**src/rtl/hbg_pkg.sv**
```systemverilog
package hbg_pkg;
    localparam int PIX_W = 13;

    typedef enum logic [2:0] {
        HM_PAIR = 3'b001,
        HM_DUAL = 3'b010,
        HM_QUAD = 3'b100
    } hmode_e;

    function automatic logic mode_ok(input logic [2:0] m);
        return (m == HM_PAIR) || (m == HM_DUAL) || (m == HM_QUAD);
    endfunction
endpackage

```
**src/rtl/hbg_line_timer.sv**
```systemverilog
module hbg_line_timer #(
    parameter int CW      = 13,
    parameter int RST_DLY = 12
) (
    input  logic          clk,
    input  logic          rst_n,
    input  logic          sync_n,
    input  logic          parity_in,
    output logic [CW-1:0] cnt_q,
    output logic          match_en,
    output logic          restart,
    output logic          par_q
);
    localparam int DW = $clog2(RST_DLY);
    localparam logic [CW-1:0] CMAX  = '1;
    localparam logic [DW-1:0] DLOAD = DW'(RST_DLY - 2);

    typedef struct packed {
        logic          s1;
        logic          s2;
        logic          prev;
        logic          busy;
        logic [DW-1:0] dly;
        logic [CW-1:0] cnt;
        logic          run;
        logic          par;
    } lt_t;

    lt_t st_d, st_q;
    logic fall;

    always_comb begin
        st_d    = st_q;
        fall    = st_q.prev & ~st_q.s2;
        restart = st_q.busy && (st_q.dly == '0) && !fall;
        match_en = st_q.run && !st_q.busy && !fall;

        st_d.s1   = sync_n;
        st_d.s2   = st_q.s1;
        st_d.prev = st_q.s2;

        if (st_q.run) begin
            if (st_q.cnt == CMAX) st_d.run = 1'b0;
            else                  st_d.cnt = st_q.cnt + 1'b1;
        end

        if (fall) begin
            st_d.busy = 1'b1;
            st_d.dly  = DLOAD;
        end else if (restart) begin
            st_d.busy = 1'b0;
            st_d.cnt  = '0;
            st_d.run  = 1'b1;
            st_d.par  = parity_in;
        end else if (st_q.busy) begin
            st_d.dly = st_q.dly - 1'b1;
        end
    end

    always_ff @(posedge clk or negedge rst_n) begin
        if (!rst_n) begin
            st_q <= '{s1: 1'b1, s2: 1'b1, prev: 1'b1, busy: 1'b0, dly: '0,
                      cnt: '0, run: 1'b0, par: 1'b0};
        end else begin
            st_q <= st_d;
        end
    end

    assign cnt_q = st_q.cnt;
    assign par_q = st_q.par;


    restart_zero_chk: assert property (@(posedge clk) disable iff (!rst_n)
        restart |=> (st_q.cnt == '0) && st_q.run);


    busy_arm_chk: assert property (@(posedge clk) disable iff (!rst_n)
        fall |=> st_q.busy && !match_en);
endmodule

```
**src/rtl/hbg_toggle_gen.sv**
```systemverilog
module hbg_toggle_gen #(
    parameter int NT = 2,
    parameter int CW = 13
) (
    input  logic             clk,
    input  logic             rst_n,
    input  logic             restart,
    input  logic             match_en,
    input  logic             start_lvl,
    input  logic [CW-1:0]    cnt,
    input  logic [NT*CW-1:0] pos,
    input  logic [NT-1:0]    used,
    output logic             lvl_q,
    output logic             lvl_nxt
);
    typedef struct packed {
        logic lvl;
    } tg_t;

    tg_t st_d, st_q;
    logic [NT-1:0] hit;

    for (genvar g = 0; g < NT; g++) begin : g_hit
        assign hit[g] = used[g] && (pos[g*CW +: CW] == cnt);
    end

    always_comb begin
        st_d = st_q;
        if (restart)       st_d.lvl = start_lvl;
        else if (match_en) st_d.lvl = st_q.lvl ^ (^hit);
    end

    always_ff @(posedge clk or negedge rst_n) begin
        if (!rst_n) st_q <= '{lvl: 1'b0};
        else        st_q <= st_d;
    end

    assign lvl_q   = st_q.lvl;
    assign lvl_nxt = st_d.lvl;


    lvl_hold_chk: assert property (@(posedge clk) disable iff (!rst_n)
        (!restart && !match_en) |=> $stable(lvl_q));


    restart_lvl_chk: assert property (@(posedge clk) disable iff (!rst_n)
        restart |=> (lvl_q == $past(start_lvl)));
endmodule

```
**src/rtl/hbg_hclk.sv**
```systemverilog
module hbg_hclk #(
    parameter int WIDE_W = 4
) (
    input  logic              clk,
    input  logic              rst_n,
    input  logic              hb_cur,
    input  logic              hb_nxt,
    input  logic [2:0]        mode,
    input  logic [WIDE_W-1:0] wide,
    input  logic              ph_a,
    input  logic              ph_b,
    input  logic              ph_c,
    input  logic              m13,
    input  logic              m24,
    output logic [3:0]        h_q,
    output logic              err_q
);
    import hbg_pkg::*;

    localparam int DVW = WIDE_W + 1;

    typedef struct packed {
        logic           base;
        logic [DVW-1:0] div;
        logic [3:0]     h;
        logic           err;
    } hc_t;

    hc_t st_d, st_q;
    logic [DVW-1:0] span;
    logic g1, g2, g3, valid;

    always_comb begin
        st_d  = st_q;
        span  = {wide, 1'b0} - DVW'(1);
        valid = mode_ok(mode);

        if (hb_nxt && !hb_cur) begin
            st_d.base = 1'b0;
            st_d.div  = '0;
        end else if (hb_nxt && (wide != '0)) begin
            if (st_q.div == span) begin
                st_d.div  = '0;
                st_d.base = ~st_q.base;
            end else begin
                st_d.div = st_q.div + 1'b1;
            end
        end else begin
            st_d.base = ~st_q.base;
            st_d.div  = '0;
        end

        g1 = st_d.base ^ ph_a;
        g2 = st_d.base ^ ph_b;
        g3 = st_d.base ^ ph_c;

        case (mode)
            HM_PAIR: st_d.h = {~g1, g1, ~g1, g1};
            HM_DUAL: st_d.h = {g2, g1, g2, g1};
            HM_QUAD: st_d.h = {~g3, g3, ~g1, g1};
            default: st_d.h = 4'b0000;
        endcase

        if (!valid) st_d.err = 1'b1;
        else if (hb_nxt && (wide == '0)) st_d.h = {m24, m13, m24, m13};
    end

    always_ff @(posedge clk or negedge rst_n) begin
        if (!rst_n) st_q <= '{base: 1'b0, div: '0, h: 4'b0000, err: 1'b0};
        else        st_q <= st_d;
    end

    assign h_q   = st_q.h;
    assign err_q = st_q.err;


    err_sticky_chk: assert property (@(posedge clk) disable iff (!rst_n)
        err_q |=> err_q);


    bad_mode_low_chk: assert property (@(posedge clk) disable iff (!rst_n)
        !mode_ok(mode) |=> (h_q == 4'b0000) && err_q);


    mask_park_chk: assert property (@(posedge clk) disable iff (!rst_n)
        (hb_nxt && hb_cur && (wide == '0) && mode_ok(mode)) |=> $stable(h_q));


    pair_rel_chk: assert property (@(posedge clk) disable iff (!rst_n)
        (!hb_nxt && (mode == HM_PAIR)) |=> (h_q[2] == h_q[0]) && (h_q[1] == ~h_q[0]));
endmodule

```
**src/rtl/hbg_top.sv**
```systemverilog
module hbg_top #(
    parameter int CW     = 13,
    parameter int CP_NT  = 2,
    parameter int HB_NT  = 6,
    parameter int WIDE_W = 4,
    parameter int RST_DLY = 12
) (
    input  logic                clk,
    input  logic                rst_n,
    input  logic                line_sync_n,
    input  logic                field_odd,
    input  logic [2:0]          cfg_hmode,
    input  logic                cfg_ph_a,
    input  logic                cfg_ph_b,
    input  logic                cfg_ph_c,
    input  logic                cfg_mask_13,
    input  logic                cfg_mask_24,
    input  logic [WIDE_W-1:0]   cfg_wide,
    input  logic                cfg_clp_pol,
    input  logic [CP_NT*CW-1:0] cfg_clp_pos,
    input  logic                cfg_pblk_pol,
    input  logic [CP_NT*CW-1:0] cfg_pblk_pos,
    input  logic [HB_NT*CW-1:0] cfg_hb_odd_pos,
    input  logic [HB_NT-1:0]    cfg_hb_odd_en,
    input  logic [HB_NT*CW-1:0] cfg_hb_even_pos,
    input  logic [HB_NT-1:0]    cfg_hb_even_en,
    output logic                clamp_o,
    output logic                preblank_o,
    output logic                hblank_o,
    output logic [3:0]          hclk_o,
    output logic                mode_err_o
);
    logic [CW-1:0]       cnt;
    logic                match_en, restart, par;
    logic                hb_nxt, clp_nxt, pblk_nxt;
    logic [HB_NT*CW-1:0] hb_pos;
    logic [HB_NT-1:0]    hb_used;

    hbg_line_timer #(.CW(CW), .RST_DLY(RST_DLY)) u_timer (
        .clk(clk), .rst_n(rst_n), .sync_n(line_sync_n), .parity_in(field_odd),
        .cnt_q(cnt), .match_en(match_en), .restart(restart), .par_q(par)
    );

    hbg_toggle_gen #(.NT(CP_NT), .CW(CW)) u_clamp (
        .clk(clk), .rst_n(rst_n), .restart(restart), .match_en(match_en),
        .start_lvl(cfg_clp_pol), .cnt(cnt), .pos(cfg_clp_pos), .used('1),
        .lvl_q(clamp_o), .lvl_nxt(clp_nxt)
    );

    hbg_toggle_gen #(.NT(CP_NT), .CW(CW)) u_preblank (
        .clk(clk), .rst_n(rst_n), .restart(restart), .match_en(match_en),
        .start_lvl(cfg_pblk_pol), .cnt(cnt), .pos(cfg_pblk_pos), .used('1),
        .lvl_q(preblank_o), .lvl_nxt(pblk_nxt)
    );

    assign hb_pos  = par ? cfg_hb_odd_pos : cfg_hb_even_pos;
    assign hb_used = par ? cfg_hb_odd_en  : cfg_hb_even_en;

    hbg_toggle_gen #(.NT(HB_NT), .CW(CW)) u_blank (
        .clk(clk), .rst_n(rst_n), .restart(restart), .match_en(match_en),
        .start_lvl(1'b0), .cnt(cnt), .pos(hb_pos), .used(hb_used),
        .lvl_q(hblank_o), .lvl_nxt(hb_nxt)
    );

    hbg_hclk #(.WIDE_W(WIDE_W)) u_hclk (
        .clk(clk), .rst_n(rst_n), .hb_cur(hblank_o), .hb_nxt(hb_nxt),
        .mode(cfg_hmode), .wide(cfg_wide), .ph_a(cfg_ph_a), .ph_b(cfg_ph_b),
        .ph_c(cfg_ph_c), .m13(cfg_mask_13), .m24(cfg_mask_24),
        .h_q(hclk_o), .err_q(mode_err_o)
    );


    blank_edge_chk: assert property (@(posedge clk) disable iff (!rst_n)
        ($rose(hblank_o) && (cfg_wide == '0) && hbg_pkg::mode_ok(cfg_hmode)
         && $stable(cfg_hmode) && $stable(cfg_wide))
        |-> (hclk_o[0] == cfg_mask_13) && (hclk_o[1] == cfg_mask_24));


    reset_quiet_chk: assert property (@(posedge clk) disable iff (!rst_n)
        (clp_nxt != clamp_o || pblk_nxt != preblank_o) |-> (restart || match_en));
endmodule

```
**config.mk**
```make
export PLATFORM = sky130hd
export DESIGN_NAME = hbg_top
export DESIGN_NICKNAME = d
export VERILOG_FILES = /design/src/rtl/hbg_pkg.sv /design/src/rtl/hbg_line_timer.sv /design/src/rtl/hbg_toggle_gen.sv /design/src/rtl/hbg_hclk.sv /design/src/rtl/hbg_top.sv
export SDC_FILE = /design/constraint.sdc
export NUM_CORES = 1
export LEC_CHECK = 0
export BUFFER_PORTS_ARGS = -buffer_cell sky130_fd_sc_hd__clkbuf_2
export CAP_MARGIN = 20
export CORE_MARGIN = 2
export CORE_UTILIZATION = 30
export CTS_CLUSTER_SIZE = 10
export DETAILED_ROUTE_END_ITERATION = 6
export SETUP_SLACK_MARGIN = 0.4
export SYNTH_ARGS = -nofsm -noshare
export SYNTH_HDL_FRONTEND = slang
export SYNTH_SLANG_ARGS = --single-unit
```
**constraint.sdc**
```tcl
create_clock -name clk -period 10 [get_ports clk]
set_clock_uncertainty 0.2 [all_clocks]
set_input_delay 1.5 -clock clk [delete_from_list [all_inputs] [get_ports clk]]
set_output_delay 1.5 -clock clk [all_outputs]
set_load 0.01 [all_outputs]
```
==> out/qor_table.md <==
| Result | Reported | Unit |
| --- | --- | --- |
| Total Routing Usage GR | 0.1862 | - |
| Unrepaired setup endpoints after global routing | no | - |
| Via density per instance | 4.792 | - |
| Proportion of synthesized flip-flops having asynchronous set or reset | 1.000 | - |
| Synth Flop Type | dfrtp_1 | - |
| Post-CTS setup-driven buffer insertion count | 0 | - |
| Share of post-route cells with drive strength above 1 | 0.3808 | - |
| IO Pins | 246 | - |
| Number of antenna violations at the first check in global routing | 0 | - |
| Max FO, Critical Path | 46 | - |
| Overall via count from detail_route | 4399 | - |
| Total DRC errors in the routed layout | 0 | - |
| Sequential fraction of the synthesis area | 0.2032 | - |
| Vertical die dimension | 127.5 | µm |
| Root Buffer Master | clkbuf_16 | - |
| Cell area after synthesis | 4574 | µm² |
| Tightest Hold Check Type | reg2reg | - |
| Type of origin of the critical path | register | - |
| Number of violations reported at the end of detailed-routing iteration 0 | 165 | - |
| Cell leakage power | 0.002738 | µW |
| CTS clk-pin slew, worst paths | 0.06 | ns |
| Post-synthesis instance total | 513 | - |
| Required time at the endpoint of the critical path | 9.99 | ns |
| Number of search-and-repair iterations in the first detailed-routing pass | 4 | - |
| Fin Setup TNS | 0 | ns |
| Register bit count reported by yosys | 37 | - |
| Aggregate routed wire length | 15.28 | mm |
| WS Path Type | reg2reg | - |
| R2R setup slack | 4.98 | ns |
| Avg Synthesized Cell Area | 8.917 | µm² |
| Final Setup Violations | 0 | - |
| Max H-tree Level | 2 | - |
| Crit path time final | 5.021 | ns |
| Area Growth Syn to Fin | 30.61 | % |
| # hold bufs at CTS | 0 | - |
| FMAX | 199.2 | MHz |
| Number of different library cells in the post-synthesis netlist | 51 | - |
| Synthesized net count | 757 | - |
| Core box area | 15030 | µm² |
| Data arrival time of the worst path | 5.01 | ns |
| CTS sink count | 37 | - |
| Maximum number of pins on one net before global-route repair | 47 | - |
| Initial core utilization | 0.3043 | - |
| Slew @ Worst Pin | 0.9356 | ns |
| WL/cell | 16.64 | µm |
| Clock buffer depth | 2 | - |
| Clock Latency Late Sink | 0.28 | ns |
| Count of input and output buffers | 245 | - |
| Number of enable-type register cells in the synthesized netlist | 0 | - |
| Quantity of gates resized following cts | 0 | - |
| Final antenna-violating net count | 0 | - |
| Final count of hold timing violations | 0 | - |
| Number of nets in the layout | 973 | - |
| Number of inserted diodes | 0 | - |
| Final Max Tran Viols | 0 | - |
| Total power of the final layout | 1061 | µW |
| Overflow left after global routing | 0 | - |
| Tightest slew margin relative to the limit | 0.3763 | - |
| Clock tree from TritonCTS | yes | - |
| Num CTS Buffers | 5 | - |
| Detailed-placement wirelength estimate | 12.21 | mm |
| Rows | 45 | - |
| Period utilization | 0.5021 | - |
| Result of the run | completed | - |
| Die Width | 127.5 | µm |
| Number of warnings issued by yosys | 0 | - |
| GPL Wtd Cong | 0.8224 | - |
| Maximum resistive drop on vdd | 0.08058 | mV |
| Type of destination of the critical path | register | - |
| Number of global-route vias before repair | 4508 | - |
| Global-route wire length before repair | 23.59 | mm |
| Die area | 16250 | µm² |
| Power density over the cells | 177.6 | nW/µm² |
| Total of max-cap violations | 0 | - |
-- worst max-delay path, stage by stage, from the launching register on --
cell and delay (ns):
dfrtp_4 0.88, buf_4 0.67, mux2i_1 0.32, xnor2_1 0.09
nor4_1 0.59, nand4_1 0.24, xnor2_2 0.30, xor3_2 0.45
o21ai_0 0.38, nand3_2 0.19, mux2_1 0.36, a311oi_2 0.23
-- power by group --
part           total [µW]  leakage, µW  internal [µW]  switching [µW]
Sequential            307     0.000467            182             126
Clock                 157    0.0000621           92.3            65.0
Combinational         597      0.00221            322             275
Total                1060      0.00274            596             465
-- cell usage in the layout (no fill, tap or decap), types with 3 or more instances in the layout --
cell / Yosys / layout
clkbuf_2: 0 / 245
xnor2_1: 120 / 120
mux2i_1: 78 / 78
dfrtp_1: 34 / 33
xor2_1: 30 / 30
nor2_1: 28 / 28
nor4_1: 25 / 25
nand4_1: 19 / 19
a21oi_1: 14 / 14
inv_1: 13 / 13
nand2_1: 13 / 13
o211ai_1: 12 / 12
nor3_1: 12 / 12
nand3_1: 9 / 9
o21ai_0: 9 / 9
nand2b_1: 6 / 6
ha_1: 6 / 6
nor3b_1: 5 / 5
or3_1: 5 / 5
clkbuf_16: 0 / 5
clkinvlp_4: 0 / 3
buf_4: 8 / 3
dfstp_2: 3 / 3
-- synth_stat cells, types with 2 or more instances --
cell,n,area (µm²)
buf_2,11,55.05
clkbuf_1,12,45.04
xnor2_1,120,1051
mux2_2,2,22.52
nand3_1,9,45.04
nor3b_1,5,37.54
nor2_1,28,105.1
buf_4,8,60.06
a21oi_1,14,70.07
xor2_1,30,262.8
dfstp_2,3,78.83
o22ai_1,2,12.51
or3_1,5,31.28
nor3_1,12,60.06
nand2_1,13,48.80
nand2b_1,6,37.54
o211ai_1,12,90.09
ha_1,6,75.07
xnor2_2,2,32.53
nand4_1,19,118.9
dfrtp_1,34,850.8
or2_2,2,12.51
o211ai_2,2,25.02
a2111oi_2,2,30.03
buf_1,2,7.510
mux2i_1,78,780.8
buf_6,6,67.56
nor4_1,25,156.4
inv_1,13,48.80
o21ai_0,9,45.04
-- metal layers --
| layer | track usage | wire length, µm |
|---|---|---|
| met4 | 0.02780 | 121 |
| met1 | 0.2396 | 6837 |
| met2 | 0.3375 | 7386 |
| met5 | 0 | 0 |
| met3 | 0.02596 | 929 |
-- cells by family (layout without fill, tap and decap cells) --
group                      after synthesis  count (layout)  share of synthesized area
muxes                                   81              81                     0.1781
xor gates and xnor gates               154             154                     0.3047
buffers and inverters                   53             270                    0.06291
adders and majority gates                6               6                    0.01641
AOI/OAI and AO/OA                       50              50                    0.07741
DFF                                     37              37                     0.2032
and+or+nand+nor                        132             132                     0.1573
-- state kept, by name (all words and copies together), names as in the netlist, 2 cells and up --
signal and count:
u_timer.st_q 7, u_hclk.h_q 4, u_timer.cnt_q 13, u_timer.st_d 2
u_hclk.st_q 6
-- through the flow --
stage / util / cell area, µm² / hold WS (ns) / std cells / setup WS, ns
floorplan: - / 4574 / 0.1452 / 513 / 5.772
global placement: 0.3876 / 5827 / 0.1460 / 910 / 5.058
detailed placement: 0.3876 / 5827 / 0.1468 / 910 / 4.951
CTS: 0.3974 / 5974 / 0.1551 / 918 / 4.960
global route: 0.3974 / 5974 / 0.1654 / 918 / 4.746
finish: 0.3974 / 5974 / 0.1552 / 918 / 4.979
-- path summary, 6_finish.rpt --
kind,cells past startpoint,from,end
hold / removal,0,u_timer.st_d[21],u_timer.st_d[20]
hold reg to reg,0,u_timer.st_d[21],u_timer.st_d[20]
max in group asynchronous,2,rst_n,u_timer.par_q
setup / recovery,11,u_timer.par_q,u_hclk.h_q[2]
setup reg to reg,11,u_timer.par_q,u_hclk.h_q[2]
min in group asynchronous,2,rst_n,u_hclk.st_q[9]
-- final cells by class --
class	instances	area, µm²
fillers	1555	9059
multi-input cells	423	3357
repair buffers	248	1249
flip-flops and latches	37	933.4
well taps	188	235.2
clock buffers	5	125.1
inverters	14	52.55
clock inverters	3	22.52
Note: power is estimated with default switching activity, not from simulation.
